==> src/rtl/stream_get_pkg.sv <==
package stream_get_pkg;
  localparam int unsigned IDX_W   = 4;
  localparam int unsigned CAUSE_W = 5;
  localparam logic [CAUSE_W-1:0] CAUSE_STREAM = CAUSE_W'(24);
endpackage

==> src/rtl/stream_get_link_sel.sv <==
module stream_get_link_sel
  import stream_get_pkg::*;
#(
  parameter int unsigned NUM_LINKS = 4,
  parameter int unsigned DATA_W    = 32,
  parameter int unsigned LW        = 4
) (
  input  logic [IDX_W-1:0]     idx_i,
  input  logic [LW*DATA_W-1:0] tdata_i,
  input  logic [LW-1:0]        tvalid_i,
  input  logic [LW-1:0]        tlast_i,
  input  logic                 take_i,
  output logic [DATA_W-1:0]    data_o,
  output logic                 valid_o,
  output logic                 last_o,
  output logic [LW-1:0]        tready_o
);
  logic [IDX_W-1:0] sel;

  // out-of-range index falls back to link 0
  always_comb sel = (int'(idx_i) < int'(NUM_LINKS)) ? idx_i : '0;

  always_comb begin
    data_o  = '0;
    valid_o = 1'b0;
    last_o  = 1'b0;
    for (int i = 0; i < int'(LW); i++) begin
      if (sel == IDX_W'(i)) begin
        data_o  = tdata_i[i*DATA_W +: DATA_W];
        valid_o = tvalid_i[i] && (NUM_LINKS > 0);
        last_o  = tlast_i[i];
      end
    end
  end

  for (genvar g = 0; g < LW; g++) begin : g_rdy
    assign tready_o[g] = take_i && (sel == IDX_W'(g));
  end
endmodule

==> src/rtl/stream_get_ctrl.sv <==
module stream_get_ctrl #(
  parameter bit AREA_OPT = 1'b0,
  parameter bit EXT_EN   = 1'b1,
  parameter bit ENABLE   = 1'b1
) (
  input  logic clk_i,
  input  logic rst_ni,
  input  logic cmd_valid_i,
  input  logic nb_i,
  input  logic atomic_i,
  input  logic irq_i,
  input  logic mask_q_i,
  input  logic link_valid_i,
  output logic fire_o,
  output logic abort_o,
  output logic stall_o
);
  logic armed_q;
  logic eval;
  logic cmd;

  assign cmd  = cmd_valid_i && ENABLE;
  // area build spends one cycle arming before it evaluates
  assign eval = cmd && (armed_q || !AREA_OPT);

  assign fire_o  = eval && (link_valid_i || nb_i);
  assign abort_o = EXT_EN && eval && !nb_i && !link_valid_i && irq_i
                   && !atomic_i && !mask_q_i;
  assign stall_o = cmd && !fire_o && !abort_o;

  always_ff @(posedge clk_i or negedge rst_ni) begin
    if (!rst_ni) armed_q <= 1'b0;
    else         armed_q <= cmd && !fire_o && !abort_o;
  end
endmodule

==> src/rtl/stream_get_status.sv <==
module stream_get_status
  import stream_get_pkg::*;
#(
  parameter int unsigned DATA_W = 32
) (
  input  logic               clk_i,
  input  logic               rst_ni,
  input  logic               fire_i,
  input  logic               abort_i,
  input  logic               nb_i,
  input  logic               ctrl_i,
  input  logic               exc_en_i,
  input  logic               atomic_i,
  input  logic               valid_i,
  input  logic               last_i,
  input  logic [DATA_W-1:0]  data_i,
  output logic               wb_en_o,
  output logic [DATA_W-1:0]  wb_data_o,
  output logic               done_o,
  output logic               exc_o,
  output logic [CAUSE_W-1:0] cause_o,
  output logic               carry_o,
  output logic               err_o,
  output logic               mask_q_o,
  output logic               irq_take_o
);
  logic mismatch;
  logic trap;

  assign mismatch = fire_i && valid_i && (last_i != ctrl_i);
  assign trap     = mismatch && exc_en_i;
  assign cause_o  = exc_o ? CAUSE_STREAM : '0;

  always_ff @(posedge clk_i or negedge rst_ni) begin
    if (!rst_ni) begin
      wb_en_o    <= 1'b0;
      wb_data_o  <= '0;
      done_o     <= 1'b0;
      exc_o      <= 1'b0;
      carry_o    <= 1'b0;
      err_o      <= 1'b0;
      mask_q_o   <= 1'b0;
      irq_take_o <= 1'b0;
    end else begin
      wb_en_o    <= fire_i && !trap;
      done_o     <= fire_i;
      exc_o      <= trap;
      irq_take_o <= abort_i;
      if (fire_i) wb_data_o <= data_i;
      if (fire_i && nb_i) carry_o <= !valid_i;
      if (mismatch) err_o <= 1'b1;
      if (fire_i || abort_i) mask_q_o <= fire_i && atomic_i;
    end
  end
endmodule

==> src/rtl/stream_get_unit.sv <==
module stream_get_unit
  import stream_get_pkg::*;
#(
  parameter int unsigned NUM_LINKS = 4,
  parameter int unsigned DATA_W    = 32,
  parameter bit          EXC_EN    = 1'b1,
  parameter bit          EXT_EN    = 1'b1,
  parameter bit          AREA_OPT  = 1'b0,
  localparam int unsigned LW       = (NUM_LINKS > 0) ? NUM_LINKS : 1
) (
  input  logic               clk_i,
  input  logic               rst_ni,
  input  logic               cmd_valid_i,
  input  logic [IDX_W-1:0]   cmd_idx_i,
  input  logic               cmd_nb_i,
  input  logic               cmd_ctrl_i,
  input  logic               cmd_exc_i,
  input  logic               cmd_test_i,
  input  logic               cmd_atomic_i,
  input  logic               irq_i,
  input  logic [LW*DATA_W-1:0] s_tdata_i,
  input  logic [LW-1:0]      s_tvalid_i,
  input  logic [LW-1:0]      s_tlast_i,
  output logic [LW-1:0]      s_tready_o,
  output logic               wb_en_o,
  output logic [DATA_W-1:0]  wb_data_o,
  output logic               done_o,
  output logic               stall_o,
  output logic               exc_o,
  output logic [CAUSE_W-1:0] exc_cause_o,
  output logic               irq_mask_o,
  output logic               irq_take_o,
  output logic               sts_carry_o,
  output logic               sts_err_o
);
  localparam bit ENABLE = (NUM_LINKS > 0);

  logic              exc_eff, test_eff, atomic_eff;
  logic              fire, abort, take, mask_q;
  logic              sel_valid, sel_last;
  logic [DATA_W-1:0] sel_data;

  // extended variants collapse to plain reads when not configured
  assign exc_eff    = EXT_EN && EXC_EN && cmd_exc_i;
  assign test_eff   = EXT_EN && cmd_test_i;
  assign atomic_eff = EXT_EN && cmd_atomic_i;
  assign take       = fire && sel_valid && !test_eff;

  stream_get_link_sel #(
    .NUM_LINKS(NUM_LINKS), .DATA_W(DATA_W), .LW(LW)
  ) u_sel (
    .idx_i   (cmd_idx_i),
    .tdata_i (s_tdata_i),
    .tvalid_i(s_tvalid_i),
    .tlast_i (s_tlast_i),
    .take_i  (take),
    .data_o  (sel_data),
    .valid_o (sel_valid),
    .last_o  (sel_last),
    .tready_o(s_tready_o)
  );

  stream_get_ctrl #(
    .AREA_OPT(AREA_OPT), .EXT_EN(EXT_EN), .ENABLE(ENABLE)
  ) u_ctrl (
    .clk_i       (clk_i),
    .rst_ni      (rst_ni),
    .cmd_valid_i (cmd_valid_i),
    .nb_i        (cmd_nb_i),
    .atomic_i    (atomic_eff),
    .irq_i       (irq_i),
    .mask_q_i    (mask_q),
    .link_valid_i(sel_valid),
    .fire_o      (fire),
    .abort_o     (abort),
    .stall_o     (stall_o)
  );

  stream_get_status #(.DATA_W(DATA_W)) u_sts (
    .clk_i     (clk_i),
    .rst_ni    (rst_ni),
    .fire_i    (fire),
    .abort_i   (abort),
    .nb_i      (cmd_nb_i),
    .ctrl_i    (cmd_ctrl_i),
    .exc_en_i  (exc_eff),
    .atomic_i  (atomic_eff),
    .valid_i   (sel_valid),
    .last_i    (sel_last),
    .data_i    (sel_data),
    .wb_en_o   (wb_en_o),
    .wb_data_o (wb_data_o),
    .done_o    (done_o),
    .exc_o     (exc_o),
    .cause_o   (exc_cause_o),
    .carry_o   (sts_carry_o),
    .err_o     (sts_err_o),
    .mask_q_o  (mask_q),
    .irq_take_o(irq_take_o)
  );

  assign irq_mask_o = mask_q || (cmd_valid_i && atomic_eff && ENABLE);
endmodule

==> config.mk <==
export PLATFORM = sky130hd
export DESIGN_NAME = stream_get_unit
export DESIGN_NICKNAME = d
export VERILOG_FILES = /design/src/rtl/stream_get_pkg.sv /design/src/rtl/stream_get_link_sel.sv /design/src/rtl/stream_get_ctrl.sv /design/src/rtl/stream_get_status.sv /design/src/rtl/stream_get_unit.sv
export SDC_FILE = /design/constraint.sdc
export NUM_CORES = 1
export LEC_CHECK = 0
export BUFFER_PORTS_ARGS = -buffer_cell sky130_fd_sc_hd__buf_2
export CORE_MARGIN = 2
export CORE_UTILIZATION = 30
export DETAILED_ROUTE_END_ITERATION = 16
export HOLD_SLACK_MARGIN = 0.15
export SLEW_MARGIN = 10
export SYNTH_ARGS = -nofsm -noshare
export SYNTH_HDL_FRONTEND = slang
export SYNTH_SLANG_ARGS = --single-unit
==> constraint.sdc <==
create_clock -name clk_i -period 1.3 [get_ports clk_i]
set_input_delay 0 -clock clk_i [delete_from_list [all_inputs] [get_ports clk_i]]
set_output_delay 0 -clock clk_i [all_outputs]
set_load 0.01 [all_outputs]
; After elaboration in Yosys (flattened, before gate mapping)
; Cells that the tools add are included.
; Widths: inputs -> output; s select.
[word_totals]
register_bits = 39
output_inout_bits = 49
[op_classes]
order_cmp = 1
n_eq_ne = 4
muxes = 14
reduce_logical = 32
[ops]
columns = op, count
row1 = $mux 32, 4
row2 = $logic_and 1x1->1, 20
row3 = $eq 4x2->1 const B, 2
row4 = $logic_not 1->1, 8
row5 = $mux 1, 8
row6 = $mux 5, 1
row7 = $eq 4x1->1 const B, 1
row8 = $logic_not 4->1, 1
row9 = $lt 4x3->1 const B, 1
row10 = $mux 4, 1
row11 = $logic_or 1x1->1, 3
row12 = $ne 1x1->1, 1

; Logic depth before layout (Yosys ltp)
; Gate-level depths: netlist of the first run.
[logic_depth]
ltp_word = 14
ltp_mapped = 9
depth_no_buf = 5

; Hierarchy
; A second synthesis of the first run with hierarchy kept.
[hier_totals]
hier_cells = 350
area_unflattened_um2 = 3203.1
[modules_own_cells]
columns = module, n_inst, cells_each, area_each_um2
row1 = stream_get_link_sel, 1, 252, 1612.8
row2 = stream_get_status, 1, 91, 1535.2
row3 = stream_get_ctrl, 1, 5, 38.8
row4 = stream_get_unit, 1, 2, 16.3

; Least setup slack after synthesis of the first run
; OpenSTA, ideal clock, no wires.
[synth_timing]
path_kind = input -> register
startpoint = input cmd_idx_i[0]
endpoint = register u_sts.mask_q_o
setup_ns = 0.125
arrival_ns = 1.285
t_required_ns = 1.175
slack_ns = -0.110
cell_stages = 7
cell_sequence = buf_2 or3b_1 buf_4 o2bb2ai_4 o31ai_2 buf_6 mux2_4
[synth_via]
elab_chain_cells = 13
elab_cells_between_ends = 19
cone_classes = 1 x order compare / 3 x eq/ne / 5 x mux / 10 x reduce/logical
[synth_lines]
columns = element, line_no
row1 = from (decl), stream_get_unit.sv:14  ; input logic [IDX_W-1:0] cmd_idx_i,
row2 = $lt 4x3->1, stream_get_link_sel.sv:21  ; always_comb sel = (int'(idx_i) < int'(NUM_LINKS)) ? idx_i : '0;
row3 = $mux 4 *, stream_get_link_sel.sv:21
row4 = $logic_not 4->1, stream_get_link_sel.sv:28  ; if (sel == IDX_W'(i)) begin
row5 = $mux 1 (3 in series), stream_get_link_sel.sv:28
row6 = $mux 1 *, stream_get_link_sel.sv:28
row7 = $logic_not 1->1, stream_get_ctrl.sv:27  ; assign abort_o = EXT_EN && eval && !nb_i && !link_valid_i && irq_i
row8 = $logic_and 1x1->1 (2 in series), stream_get_ctrl.sv:27
row9 = $logic_and 1x1->1 (2 in series), stream_get_ctrl.sv:28  ; && !atomic_i && !mask_q_i;
row10 = $logic_or 1x1->1, stream_get_status.sv:52  ; if (fire_i || abort_i) mask_q_o <= fire_i && atomic_i;
row11 = to (signal assigned), stream_get_status.sv:52
row12 = to (decl), stream_get_status.sv:24  ; output logic mask_q_o,
; Mark *: on every way between the ends. The rest lies on a longest branch, timed or not.
; A chain may end at the register's enable or synchronous reset.

; Final worst setup path of the first run
[layout_timing]
startpoint = input cmd_idx_i[2]
endpoint = output s_tready_o[0]
[layout_via]
elab_chain_cells = 12
elab_cells_between_ends = 15
cone_classes = 1 x order compare / 3 x eq/ne / 5 x mux / 6 x reduce/logical
[layout_lines]
columns = element, line_no
row1 = $lt 4x3->1, stream_get_link_sel.sv:21
row2 = $mux 4 *, stream_get_link_sel.sv:21
row3 = $logic_not 4->1, "stream_get_link_sel.sv:28, stream_get_link_sel.sv:37"
row4 = $mux 1 (4 in series), stream_get_link_sel.sv:28
row5 = $logic_or 1x1->1, stream_get_ctrl.sv:26  ; assign fire_o = eval && (link_valid_i || nb_i);
row6 = $logic_and 1x1->1, stream_get_ctrl.sv:26
row7 = $logic_and 1x1->1 (2 in series), stream_get_unit.sv:47  ; assign take = fire && sel_valid && !test_eff;
row8 = $logic_and 1x1->1 *, stream_get_link_sel.sv:37  ; assign tready_o[g] = take_i && (sel == IDX_W'(g));
row9 = to (decl), stream_get_unit.sv:24  ; output logic [LW-1:0] s_tready_o,
; Marked as above.

==> run_summary.xml, run 1 <==
<?xml version="1.0" encoding="UTF-8"?>
<metrics>
  <group name="outcome">
    <metric name="result_of_the_run" unit="">complete, no violations</metric>
  </group>
  <group name="die">
    <metric name="core_area" unit="sq mm">0.009284</metric>
    <metric name="chipHeight" unit="microns">101.9</metric>
    <metric name="floorplan.io_pins" unit="">198</metric>
    <metric name="start_util" unit="">0.3094</metric>
    <metric name="row_count" unit="">35</metric>
    <metric name="die-area" unit="sq mm">0.01037</metric>
    <metric name="die_w" unit="microns">101.9</metric>
  </group>
  <group name="pwr">
    <metric name="p_int" unit="W">0.002472</metric>
    <metric name="sequentialPowerShare" unit="">0.406</metric>
    <metric name="power.density_cell_area" unit="mW/mm^2">766.7</metric>
    <metric name="p_comb_frac" unit="">0.390</metric>
    <metric name="power_frac_clock" unit="">0.204</metric>
    <metric name="switchingPower" unit="W">0.001159</metric>
    <metric name="static-leakage-power" unit="nW">2.353</metric>
    <metric name="ir_drop" unit="V">0.0003856</metric>
    <metric name="switching_share" unit="">0.3191</metric>
  </group>
  <group name="worst_hold_path">
    <metric name="hold_class" unit="">input port to flip-flop</metric>
  </group>
  <group name="yosys">
    <metric name="post_synth_and_or_nand_nor_area_fraction" unit="">0.2104</metric>
    <metric name="synth_fa_ha_area_frac" unit="">0</metric>
    <metric name="yosysUniqueCellTypes" unit="">36</metric>
    <metric name="synth_mux_area_frac" unit="">0.1476</metric>
    <metric name="postSynth.asyncResetShare" unit="">1.000</metric>
    <metric name="syn_inst" unit="">359</metric>
    <metric name="synthFlopType" unit="">sky130_fd_sc_hd__dfrtp_1</metric>
    <metric name="yosys.area_share.xor_xnor" unit="">0.003049</metric>
    <metric name="synth_compound_area_frac" unit="">0.2234</metric>
    <metric name="syn_area" unit="sq mm">0.002873</metric>
    <metric name="share_of_the_yosys_chip_area_belonging_to_registers" unit="">0.3397</metric>
    <metric name="synthesis.area_per_instance" unit="sq um">8.002</metric>
    <metric name="synth_top_family_by_area" unit="">compound AO/OA/AOI/OAI gates</metric>
    <metric name="yosys_warnings" unit="">0</metric>
    <metric name="synth_edf_count" unit="">0</metric>
    <metric name="ys_seq_elements" unit="">39</metric>
  </group>
  <group name="global_routing">
    <metric name="grt.overflow.total" unit="">0</metric>
    <metric name="first_global_vias" unit="">3301</metric>
    <metric name="grt_usage" unit="">0.1810</metric>
    <metric name="maximum_number_of_pins_on_one_net_before_global_route_repair" unit="">41</metric>
    <metric name="antenna_violations_before_repair" unit="">0</metric>
    <metric name="first_pass_grt_wire_length" unit="mm">14.99</metric>
  </group>
  <group name="finish">
    <metric name="count_of_nets_after_finishing" unit="">750</metric>
    <metric name="drive_gt1_frac" unit="">0.4183</metric>
    <metric name="layout-area-overhead-vs-synth" unit="%">64.85</metric>
    <metric name="final_area" unit="sq mm">0.004736</metric>
    <metric name="num_antenna_cells" unit="">0</metric>
    <metric name="layout.core_utilization" unit="">0.5101</metric>
  </group>
  <group name="clock_tree">
    <metric name="cts.clk_slew.worst_paths" unit="ps">70</metric>
    <metric name="tritoncts" unit="">built</metric>
    <metric name="numCtsBuffers" unit="">5</metric>
    <metric name="cts.htree.levels" unit="">2</metric>
    <metric name="ctsRootBufferMaster" unit="">sky130_fd_sc_hd__clkbuf_8</metric>
    <metric name="clock_tree.buffer_depth" unit="">2</metric>
    <metric name="clock_sink_count" unit="">39</metric>
    <metric name="clock_latency" unit="ps">280</metric>
  </group>
  <group name="timing">
    <metric name="setup_violations" unit="">0</metric>
    <metric name="fin_crit_sh" unit="">0.9893</metric>
    <metric name="rsz_0062_raised_after_global_routing" unit="">yes</metric>
    <metric name="max_clk_rate" unit="GHz">0.7776</metric>
    <metric name="fin_worst_skew" unit="ps">0.03578</metric>
    <metric name="worst_pin_slew" unit="ps">524.7</metric>
    <metric name="report.final.hold_viol_count" unit="">0</metric>
    <metric name="timing.max_slew.rel_slack" unit="">0.6502</metric>
    <metric name="layout_min_cycle_time" unit="ps">1286</metric>
    <metric name="maxSlewViolCount" unit="">0</metric>
  </group>
  <group name="run">
    <metric name="drv_cap" unit="">0</metric>
  </group>
  <group name="worst_setup_path">
    <metric name="worstSetupPathType" unit="">input port to output port</metric>
    <metric name="cp_max_fo" unit="">5</metric>
    <metric name="worstSetupEndpointType" unit="">output port</metric>
    <metric name="critical_path_required" unit="ps">1300</metric>
    <metric name="cp_data_arrival_time" unit="ps">1290</metric>
    <metric name="ff2ff_setup_slack" unit="ps">390</metric>
    <metric name="start_kind" unit="">input port</metric>
  </group>
  <group name="detailed_routing">
    <metric name="viasPerCell" unit="">4.689</metric>
    <metric name="detail_route.first_pass.iterations" unit="">4</metric>
    <metric name="route.final.wire_length" unit="mm">9.817</metric>
    <metric name="vias" unit="">3418</metric>
    <metric name="first_iter_violations" unit="">73</metric>
    <metric name="antenna_violating_nets_post_route" unit="">0</metric>
    <metric name="routed_wl_per_cell" unit="microns">13.47</metric>
    <metric name="route.detailed.drc" unit="">0</metric>
  </group>
  <group name="placement">
    <metric name="dp_hpwl" unit="mm">7.188</metric>
    <metric name="quantity_of_i_o_buffers_inserted_on_ports" unit="">194</metric>
    <metric name="placer_s_final_routability_congestion_estimate" unit="">0.7614</metric>
    <metric name="placement.cell_area" unit="sq mm">0.004099</metric>
  </group>
</metrics>
power by group through the flow:
stage / clock network, W / logic (W) / registers (W)
6_report: 0.000741 / 0.00142 / 0.00147
5_1_grt: 0.000835 / 0.00156 / 0.00150
4_1_cts: 0.000782 / 0.00141 / 0.00147
3_5_place_dp: 0 / 0.00128 / 0.00150
3_3_place_gp: 0 / 0.00126 / 0.00149
2_1_floorplan: 0 / 0.000575 / 0.00158
worst max-delay path: stages:
cell	delay, ps
sky130_fd_sc_hd__buf_8	100
sky130_fd_sc_hd__or3b_4	420
sky130_fd_sc_hd__o2bb2ai_4	160
sky130_fd_sc_hd__or2_4	160
sky130_fd_sc_hd__nand3b_4	110
sky130_fd_sc_hd__nor3_4	180
sky130_fd_sc_hd__buf_2	150
per-stage QoR:
stage	setup slack (ps)	cells	TNS [ps]	hold slack, ps	total power (W)
2_1_floorplan	-54.46	361	-784.2	-295.6	0.002152
3_3_place_gp	-154.1	672	-5188	3.672	0.002747
3_5_place_dp	-196.1	672	-6978	5.481	0.002771
4_1_cts	7.775	729	0	150.1	0.003663
5_1_grt	-46.08	729	-88.38	164.6	0.003888
6_report	13.95	729	0	151.8	0.003631
cells in the mapped netlist (4+ instances only):
library cell,count,area share
sky130_fd_sc_hd__nand2_1,65,0.085
sky130_fd_sc_hd__nor2_1,55,0.072
sky130_fd_sc_hd__dfrtp_1,39,0.34
sky130_fd_sc_hd__mux2i_1,33,0.11
sky130_fd_sc_hd__a21oi_1,28,0.049
sky130_fd_sc_hd__o21ai_1,28,0.049
sky130_fd_sc_hd__o221ai_1,26,0.079
sky130_fd_sc_hd__clkbuf_1,15,0.020
sky130_fd_sc_hd__buf_2,12,0.021
sky130_fd_sc_hd__o21ai_0,11,0.019
sky130_fd_sc_hd__buf_4,9,0.024
sky130_fd_sc_hd__mux2_2,7,0.027
sky130_fd_sc_hd__nor3_2,4,0.014
what timing repair did:
action / in CTS / in global routing
gates resized for setup: 7 / 8
hold buffers: 49 / 0
pin swaps: 1 / 1
hold endpoints to repair: 73 / 0
endpoints found under the setup margin: 5 / 16
setup buffers: 2 / 0
layout make-up:
class	count	area, sq um
Sequential cell	39	975.9
Timing Repair Buffer	271	1779
Clock buffer	6	72.57
Multi-Input combinational cell	282	1739
Tap cell	129	161.4
Inverter	2	7.507
Fill cell	884	4548
placed cells by master (no fill, tap or decap), types with 2 or more instances in the layout:
master,n
sky130_fd_sc_hd__buf_2,190
sky130_fd_sc_hd__nand2_1,65
sky130_fd_sc_hd__nor2_1,54
sky130_fd_sc_hd__dlygate4sd3_1,49
sky130_fd_sc_hd__dfrtp_1,39
sky130_fd_sc_hd__mux2i_1,32
sky130_fd_sc_hd__a21oi_1,28
sky130_fd_sc_hd__o21ai_1,28
sky130_fd_sc_hd__o221ai_1,26
sky130_fd_sc_hd__buf_4,21
sky130_fd_sc_hd__o21ai_0,11
sky130_fd_sc_hd__mux2_2,7
sky130_fd_sc_hd__buf_12,6
sky130_fd_sc_hd__clkbuf_8,5
sky130_fd_sc_hd__buf_6,4
sky130_fd_sc_hd__nor3_2,3
sky130_fd_sc_hd__conb_1,3
sky130_fd_sc_hd__or2_4,2
sky130_fd_sc_hd__inv_1,2
sky130_fd_sc_hd__a31oi_1,2
registers in the layout, summed over array words and instances (netlist names):
register          cells
u_sts.mask_q_o        1
u_sts.carry_o         1
u_sts.irq_take_o      1
u_sts.wb_en_o         1
u_sts.wb_data_o      32
u_sts.exc_o           1
u_sts.done_o          1
u_sts.err_o           1
cells by family after synthesis:
family | after synthesis
flip-flops | 39
AO/OA/AOI/OAI | 100
AND/OR/NAND/NOR | 137
other | 1
XOR/XNOR | 1
buffers and inverters | 40
multiplexers | 41
per-layer routing:
layer | GRT usage | part of all wire | wire length [microns]
met3 | 0.03352 | 0.062 | 611
met1 | 0.2054 | 0.41 | 4027
met2 | 0.3482 | 0.52 | 5062
met4 | 0.04308 | 0.012 | 115
met5 | 0 | 0 | 0
worst paths after layout:
check                                          startpoint                         endpoint  depth (start not counted)
min in group asynchronous                          rst_ni       u_sts.mask_q_o$_DFFE_PN0P_                          2
min                                         s_tdata_i[76]  u_sts.wb_data_o[12]$_DFFE_PN0P_                          5
max                                          cmd_idx_i[2]                    s_tready_o[0]                          7
min reg2reg                u_sts.wb_data_o[0]$_DFFE_PN0P_   u_sts.wb_data_o[0]$_DFFE_PN0P_                          2
max reg2reg                    u_sts.mask_q_o$_DFFE_PN0P_       u_sts.irq_take_o$_DFF_PN0_                          3
max in group asynchronous                          rst_ni  u_sts.wb_data_o[22]$_DFFE_PN0P_                          3
Power figures use the tool's default switching activity.
==> inputs of run 2 (changes only) <==
Settings changed: CELL_PAD_IN_SITES_DETAIL_PLACEMENT from default to 2, CELL_PAD_IN_SITES_GLOBAL_PLACEMENT from default to 2, CORE_MARGIN 2 to 4, CORE_UTILIZATION 30 to 19, PLACE_DENSITY_LB_ADDON from default to 0.1.
==> run 2 against run 1 <==
Sequential share of layout area is 1.7 points lower. Die area increased by 65%. Combinational power is 11% higher. Power rose by 29%. Hold slack lost 0.89 ps. Largest power group is now clock. Maximum frequency is 0.72% lower. First-iteration DRC count decreased by 9.6%. Critical path depth unchanged. Clock skew is essentially flat. Via count rose by 6.8%. Non-clock buffer count grew 15. Global-route usage shrank 2.4 points.
==> run_summary.xml, run 2 (same netlist as run 1, synthesis figures left out) <==
<?xml version="1.0" encoding="UTF-8"?>
<metrics>
  <group name="die">
    <metric name="start_util" unit="">0.1954</metric>
    <metric name="chipHeight" unit="microns">131.0</metric>
    <metric name="die_w" unit="microns">131.0</metric>
    <metric name="die-area" unit="sq mm">0.01715</metric>
    <metric name="core_area" unit="sq mm">0.01470</metric>
    <metric name="floorplan.io_pins" unit="">198</metric>
    <metric name="row_count" unit="">44</metric>
  </group>
  <group name="placement">
    <metric name="dp_slack" unit="ps">-293.5</metric>
    <metric name="dp_hpwl" unit="mm">9.976</metric>
    <metric name="quantity_of_i_o_buffers_inserted_on_ports" unit="">194</metric>
    <metric name="placer_s_final_routability_congestion_estimate" unit="">0.7090</metric>
  </group>
  <group name="clock_tree">
    <metric name="numCtsBuffers" unit="">5</metric>
    <metric name="ctsRootBufferMaster" unit="">sky130_fd_sc_hd__clkbuf_16</metric>
    <metric name="clock_tree.buffer_depth" unit="">2</metric>
    <metric name="tritoncts" unit="">built</metric>
    <metric name="clock_sink_count" unit="">39</metric>
    <metric name="cts.htree.levels" unit="">2</metric>
    <metric name="clock_latency" unit="ps">290</metric>
    <metric name="cts.clk_slew.worst_paths" unit="ps">60</metric>
  </group>
  <group name="global_routing">
    <metric name="grt_usage" unit="">0.1575</metric>
    <metric name="maximum_number_of_pins_on_one_net_before_global_route_repair" unit="">49</metric>
    <metric name="first_global_vias" unit="">3995</metric>
    <metric name="antenna_violations_before_repair" unit="">0</metric>
    <metric name="first_pass_grt_wire_length" unit="mm">21.01</metric>
    <metric name="grt.overflow.total" unit="">0</metric>
  </group>
  <group name="pwr">
    <metric name="totalPowerFinal" unit="W">0.004697</metric>
    <metric name="ir_drop" unit="V">0.0004506</metric>
    <metric name="static-leakage-power" unit="nW">2.534</metric>
    <metric name="switchingPower" unit="W">0.001413</metric>
    <metric name="power_frac_clock" unit="">0.349</metric>
    <metric name="p_int" unit="W">0.003284</metric>
    <metric name="power.density_cell_area" unit="mW/mm^2">911.1</metric>
    <metric name="sequentialPowerShare" unit="">0.314</metric>
    <metric name="switching_share" unit="">0.3008</metric>
    <metric name="p_comb_frac" unit="">0.337</metric>
  </group>
  <group name="worst_setup_path">
    <metric name="worstSetupEndpointType" unit="">output port</metric>
    <metric name="critical_path_required" unit="ps">1300</metric>
    <metric name="worstSetupPathType" unit="">input port to output port</metric>
    <metric name="cp_max_fo" unit="">4</metric>
    <metric name="start_kind" unit="">input port</metric>
    <metric name="cp_data_arrival_time" unit="ps">1300</metric>
  </group>
  <group name="finish">
    <metric name="layout-area-overhead-vs-synth" unit="%">79.44</metric>
    <metric name="num_antenna_cells" unit="">0</metric>
    <metric name="count_of_nets_after_finishing" unit="">765</metric>
    <metric name="most-common-layout-cells" unit="">sky130_fd_sc_hd__buf_2, sky130_fd_sc_hd__nand2_1, sky130_fd_sc_hd__nor2_1, sky130_fd_sc_hd__dlygate4sd3_1, sky130_fd_sc_hd__dfrtp_1</metric>
    <metric name="drive_gt1_frac" unit="">0.4279</metric>
    <metric name="largest_register_ffs" unit="">32</metric>
    <metric name="regMostFlops" unit="">u_sts.wb_data_o</metric>
    <metric name="n_fill_cell" unit="">1660</metric>
    <metric name="mostFrequentLayoutCell" unit="">sky130_fd_sc_hd__buf_2</metric>
  </group>
  <group name="detailed_routing">
    <metric name="antenna_violating_nets_post_route" unit="">0</metric>
    <metric name="route.final.wire_length" unit="mm">14.53</metric>
    <metric name="viasPerCell" unit="">4.556</metric>
    <metric name="route.detailed.drc" unit="">0</metric>
    <metric name="vias" unit="">3649</metric>
    <metric name="routed_wl_per_cell" unit="microns">18.14</metric>
    <metric name="detail_route.first_pass.iterations" unit="">4</metric>
    <metric name="first_iter_violations" unit="">66</metric>
  </group>
  <group name="timing">
    <metric name="hold_slack" unit="ps">150.9</metric>
    <metric name="rsz_0062_raised_after_global_routing" unit="">yes</metric>
    <metric name="max_clk_rate" unit="GHz">0.7720</metric>
    <metric name="maxSlewViolCount" unit="">0</metric>
    <metric name="setup_violations" unit="">0</metric>
    <metric name="timing.max_slew.rel_slack" unit="">0.6327</metric>
    <metric name="fin_crit_sh" unit="">0.9964</metric>
    <metric name="report.final.hold_viol_count" unit="">0</metric>
    <metric name="worst_pin_slew" unit="ps">551.0</metric>
    <metric name="postLayoutSetupSlackWorst" unit="ps">4.617</metric>
    <metric name="layout_min_cycle_time" unit="ps">1295</metric>
    <metric name="fin_worst_skew" unit="ps">0.04458</metric>
  </group>
  <group name="run">
    <metric name="drv_cap" unit="">0</metric>
  </group>
  <group name="worst_hold_path">
    <metric name="hold_class" unit="">input port to flip-flop</metric>
  </group>
  <group name="outcome">
    <metric name="result_of_the_run" unit="">complete, no violations</metric>
  </group>
</metrics>
## run 2: cell types whose count changed in the layout (fill, tap and decap cells not counted), sizes merged
| cell | previous run | this run |
|---|---|---|
| buf | 222 | 228 |
| bufinv | 0 | 2 |
| clkbuf | 6 | 9 |
| dlygate4sd3 | 49 | 54 |
| dlymetal6s4s | 0 | 1 |
## run 2: path summary, 6_finish.rpt
path	start	end	slack (ps)	cells after the start
max in group asynchronous	rst_ni	u_sts.wb_data_o[15]$_DFFE_PN0P_	600	3
min	s_tdata_i[114]	u_sts.wb_data_o[18]$_DFFE_PN0P_	150	5
min in group asynchronous	rst_ni	u_sts.wb_data_o[6]$_DFFE_PN0P_	320	3
min reg2reg	u_sts.wb_data_o[11]$_DFFE_PN0P_	u_sts.wb_data_o[11]$_DFFE_PN0P_	480	2
max	cmd_idx_i[3]	stall_o	5	7
max reg2reg	u_sts.mask_q_o$_DFFE_PN0P_	u_sts.irq_take_o$_DFF_PN0_	250	3
## run 2: what timing repair did
item                       4_1_cts  5_1_grt
setup endpoints to repair        5       38
setup buffers                    2        6
gates cloned                     0        5
resized for setup               18       11
pin swaps                        6        8
hold endpoints to repair        74        2
hold buffers                    54        1
## run 2: stage by stage
stage / util / TNS, ps / std cells / area (sq um)
finish: 0.3507 / 0 / 801 / 5155
global route: 0.3507 / -245.7 / 801 / 5155
CTS: 0.3370 / -57.63 / 789 / 4954
detailed placement: 0.2812 / -7859 / 725 / 4133
global placement: 0.2812 / -5277 / 725 / 4133
floorplan: - / -784.2 / 361 / 2912
## run 2: per-layer routing
layer | up-vias | part of all wire | track usage
li1 | 1773 | - | -
met1 | 1754 | 0.40 | 0.1833
met2 | 116 | 0.52 | 0.2873
met3 | 6 | 0.066 | 0.04675
met4 | 0 | 0.0070 | 0.02843
met5 | - | 0 | 0
## run 2: layout make-up
type,instances,area [sq um],share of cell area
repair buffers,286,1979,0.3840
flip-flops and latches,39,975.9,0.1893
clock inverters,2,60.06,0.01165
clock buffers,6,128.9,0.02500
multi-input cells,282,1773,0.3439
inverters,2,7.507,0.001456
well taps,184,230.2,0.04466
## run 2: worst max-delay path, stage by stage
cell	delay, ps
sky130_fd_sc_hd__buf_8	100
sky130_fd_sc_hd__or2_4	250
sky130_fd_sc_hd__o2bb2ai_4	120
sky130_fd_sc_hd__or2_4	250
sky130_fd_sc_hd__buf_6	130
sky130_fd_sc_hd__nor4bb_4	260
sky130_fd_sc_hd__buf_2	170
## run 2: power by group through the flow
stage | Combinational [W] | Clock (W) | Sequential (W)
after floorplan | 0.000575 | 0 | 0.00158
after global placement | 0.00130 | 0 | 0.00149
after detailed placement | 0.00133 | 0 | 0.00150
after CTS | 0.00151 | 0.00173 | 0.00148
after global routing | 0.00176 | 0.00178 | 0.00150
final | 0.00158 | 0.00164 | 0.00147
==> inputs of run 3 (changes only) <==
Settings changed: CORE_MARGIN 4 to default, CORE_UTILIZATION 19 to 23, GPL_TIMING_DRIVEN from default to 0.
Clock period 1.3 ns to 1.5 ns, I/O delays scaled along.
==> run 3 against run 2 <==
Register-to-register slack better by 300 ps. Largest cell class is now multi-input gates. Core utilization increased by 3.0 points. Non-clock buffer count is 21 lower. Critical path depth grew 1. Flip-flop and latch count is the same. Hold slack gained 4.2 ps. Sequential share of layout area up 2.2 points. Cell count down 4.7%. Sequential power fell by 13%. Clock skew about the same. Count of clock-buffer cells in the layout unchanged. Clock power decreased by 27%.
==> run_summary.xml, run 3 (same netlist as run 1, synthesis figures left out) <==
<?xml version="1.0" encoding="UTF-8"?>
<metrics>
  <group name="finish">
    <metric name="layout.core_utilization" unit="">0.3809</metric>
    <metric name="most-common-layout-cells" unit="">sky130_fd_sc_hd__buf_2, sky130_fd_sc_hd__nand2_1, sky130_fd_sc_hd__nor2_1</metric>
    <metric name="num_antenna_cells" unit="">0</metric>
    <metric name="regMostFlops" unit="">u_sts.wb_data_o</metric>
    <metric name="layoutNonFillerInstCount" unit="">763</metric>
    <metric name="n_fill_cell" unit="">1460</metric>
    <metric name="drive_gt1_frac" unit="">0.4151</metric>
    <metric name="multiInputGateArea" unit="sq mm">0.001722</metric>
    <metric name="mostFrequentLayoutCell" unit="">sky130_fd_sc_hd__buf_2</metric>
    <metric name="largest_register_ffs" unit="">32</metric>
    <metric name="layout-area-overhead-vs-synth" unit="%">60.58</metric>
    <metric name="area.sequential" unit="sq um">975.9</metric>
    <metric name="count_of_nets_after_finishing" unit="">744</metric>
  </group>
  <group name="worst_setup_path">
    <metric name="crit-reg2reg-launch" unit="">u_sts.mask_q_o$_DFFE_PN0P_</metric>
    <metric name="worstRegToRegCells" unit="">3</metric>
    <metric name="slowest_stage" unit="">sky130_fd_sc_hd__or2_4</metric>
    <metric name="cp_max_fo" unit="">7</metric>
    <metric name="ff2ff_setup_slack" unit="ps">550</metric>
    <metric name="critPathMostFrequentCell" unit="">sky130_fd_sc_hd__buf_6</metric>
    <metric name="worstSetupEndpointType" unit="">output port</metric>
    <metric name="cp_data_arrival_time" unit="ps">1450</metric>
    <metric name="critical-path-max-stage-delay" unit="ps">250</metric>
    <metric name="critical_path_required" unit="ps">1500</metric>
    <metric name="timing.critical_path.cells" unit="">buf_4 &gt; or2_4 &gt; buf_6 &gt; o2bb2ai_4 &gt; or2_1 &gt; buf_6 &gt; nor4bb_2 &gt; buf_2</metric>
    <metric name="start_kind" unit="">input port</metric>
    <metric name="cp-endpoint" unit="">stall_o</metric>
    <metric name="crit-reg2reg-capture" unit="">u_sts.irq_take_o$_DFF_PN0_</metric>
    <metric name="worstSetupPathType" unit="">input port to output port</metric>
    <metric name="worst_setup_path_startpoint" unit="">cmd_idx_i[2]</metric>
  </group>
  <group name="detailed_routing">
    <metric name="route.final.wire_length" unit="mm">12.97</metric>
    <metric name="detail_route.first_pass.iterations" unit="">4</metric>
    <metric name="first_iter_violations" unit="">84</metric>
    <metric name="antenna_violating_nets_post_route" unit="">0</metric>
    <metric name="route.detailed.drc" unit="">0</metric>
    <metric name="viasPerCell" unit="">4.760</metric>
    <metric name="vias" unit="">3632</metric>
    <metric name="routed_wl_per_cell" unit="microns">16.99</metric>
  </group>
  <group name="global_routing">
    <metric name="grt.overflow.total" unit="">0</metric>
    <metric name="grt_usage" unit="">0.2051</metric>
    <metric name="maximum_number_of_pins_on_one_net_before_global_route_repair" unit="">40</metric>
    <metric name="first_pass_grt_wire_length" unit="mm">20.42</metric>
    <metric name="first_global_vias" unit="">4037</metric>
    <metric name="antenna_violations_before_repair" unit="">0</metric>
  </group>
  <group name="pwr">
    <metric name="switchingPower" unit="W">0.001134</metric>
    <metric name="power.density_cell_area" unit="mW/mm^2">797.8</metric>
    <metric name="sequentialPowerShare" unit="">0.347</metric>
    <metric name="p_int" unit="W">0.002547</metric>
    <metric name="p_comb_frac" unit="">0.329</metric>
    <metric name="ir_drop" unit="V">0.0003274</metric>
    <metric name="switching_share" unit="">0.3081</metric>
    <metric name="power_frac_clock" unit="">0.324</metric>
    <metric name="static-leakage-power" unit="nW">2.299</metric>
  </group>
  <group name="clock_tree">
    <metric name="ctsRootBufferMaster" unit="">sky130_fd_sc_hd__clkbuf_16</metric>
    <metric name="numCtsBuffers" unit="">5</metric>
    <metric name="clock_sink_count" unit="">39</metric>
    <metric name="cts.clk_slew.worst_paths" unit="ps">60</metric>
    <metric name="cts.htree.levels" unit="">2</metric>
    <metric name="tritoncts" unit="">built</metric>
    <metric name="clock_tree.buffer_depth" unit="">2</metric>
    <metric name="clock_latency" unit="ps">280</metric>
  </group>
  <group name="die">
    <metric name="start_util" unit="">0.2372</metric>
    <metric name="die_w" unit="microns">113.8</metric>
    <metric name="row_count" unit="">40</metric>
    <metric name="die-area" unit="sq mm">0.01294</metric>
    <metric name="core_area" unit="sq mm">0.01211</metric>
    <metric name="floorplan.io_pins" unit="">198</metric>
    <metric name="chipHeight" unit="microns">113.8</metric>
  </group>
  <group name="timing">
    <metric name="fin_worst_skew" unit="ps">0.04510</metric>
    <metric name="worst_pin_slew" unit="ps">912.7</metric>
    <metric name="layout_min_cycle_time" unit="ps">1450</metric>
    <metric name="maxSlewViolCount" unit="">0</metric>
    <metric name="report.final.hold_viol_count" unit="">0</metric>
    <metric name="fin_crit_sh" unit="">0.9669</metric>
    <metric name="setup_violations" unit="">0</metric>
    <metric name="max_clk_rate" unit="GHz">0.6895</metric>
    <metric name="timing.max_slew.rel_slack" unit="">0.3916</metric>
  </group>
  <group name="placement">
    <metric name="dp_hpwl" unit="mm">10.02</metric>
    <metric name="placer_s_final_routability_congestion_estimate" unit="">0.7398</metric>
    <metric name="quantity_of_i_o_buffers_inserted_on_ports" unit="">191</metric>
    <metric name="post_place_cells" unit="">720</metric>
  </group>
  <group name="outcome">
    <metric name="result_of_the_run" unit="">complete, no violations</metric>
  </group>
  <group name="run">
    <metric name="drv_cap" unit="">0</metric>
  </group>
  <group name="worst_hold_path">
    <metric name="hold_class" unit="">input port to flip-flop</metric>
  </group>
</metrics>
-- run 3: changes by cell type in the layout (fill, tap and decap cells not counted), sizes merged --
cell	delta
bufinv	-1
dlygate4sd3	-21
buf	-12
clkbuf	+13
dlymetal6s4s	-1
-- run 3: routing by layer --
| layer | up-vias | track usage | routed length (microns) |
|---|---|---|---|
| met5 | - | 0 | 0 |
| met4 | 0 | 0.05614 | 148 |
| met3 | 9 | 0.03613 | 645 |
| met2 | 110 | 0.4012 | 6899 |
| met1 | 1780 | 0.2241 | 5271 |
| li1 | 1733 | - | - |
-- run 3: repair_timing --
item,4_1_cts,5_1_grt
setup buffers,1,3
setup endpoints to repair,35,41
hold buffers,33,0
resized for setup,7,12
pin swaps,1,4
cloned,0,0
endpoints found under the hold margin,71,0
-- run 3: layout make-up --
| type | count | area share |
|---|---|---|
| Timing Repair Buffer | 228 | 0.2859 |
| Sequential cell | 39 | 0.2116 |
| Multi-Input combinational cell | 282 | 0.3732 |
| Clock buffer | 6 | 0.02794 |
| Clock inverter | 1 | 0.006509 |
| Buffer | 37 | 0.04774 |
| Inverter | 2 | 0.001627 |
| Tap cell | 168 | 0.04557 |
-- run 3: worst min path at each step --
stage                             start                               to  slack, ps  cells after the start
final                     s_tdata_i[78]  u_sts.wb_data_o[14]$_DFFE_PN0P_        160                      5
after global routing      s_tdata_i[56]  u_sts.wb_data_o[24]$_DFFE_PN0P_        200                      4
after CTS                 s_tdata_i[78]  u_sts.wb_data_o[14]$_DFFE_PN0P_        150                      5
after detailed placement         rst_ni   u_sts.wb_data_o[4]$_DFFE_PN0P_        200                      1
after global placement           rst_ni   u_sts.wb_data_o[5]$_DFFE_PN0P_        200                      1
after floorplan                  rst_ni        u_sts.carry_o$_DFFE_PN0P_       -300                      0
-- run 3: power by group through the flow --
stage / Combinational (W) / Sequential (W) / Clock, W
floorplan: 0.000489 / 0.00137 / 0
global placement: 0.00111 / 0.00129 / 0
detailed placement: 0.00114 / 0.00130 / 0
CTS: 0.00122 / 0.00128 / 0.00123
global route: 0.00134 / 0.00130 / 0.00125
finish: 0.00121 / 0.00128 / 0.00119
-- run 3: critical path, delay by kind of cell --
kind            cells  cell delay [ps]
compound gates      1              120
buf+inv             4              590
simple gates        3              730
-- run 3: through the flow --
step / hold slack (ps) / setup slack, ps / power, W / cell area, sq um / setup TNS [ps]
after floorplan: -295.6 / 89.85 / 0.001856 / 2880 / 0
after global placement: 200.5 / -411.3 / 0.002396 / 4046 / -12300
after detailed placement: 196.1 / -452.8 / 0.002435 / 4046 / -13170
after CTS: 155.0 / -58.89 / 0.003725 / 4562 / -78.50
after global routing: 204.6 / -4.773 / 0.003892 / 4613 / -4.773
final: 155.0 / 49.64 / 0.003680 / 4613 / 0
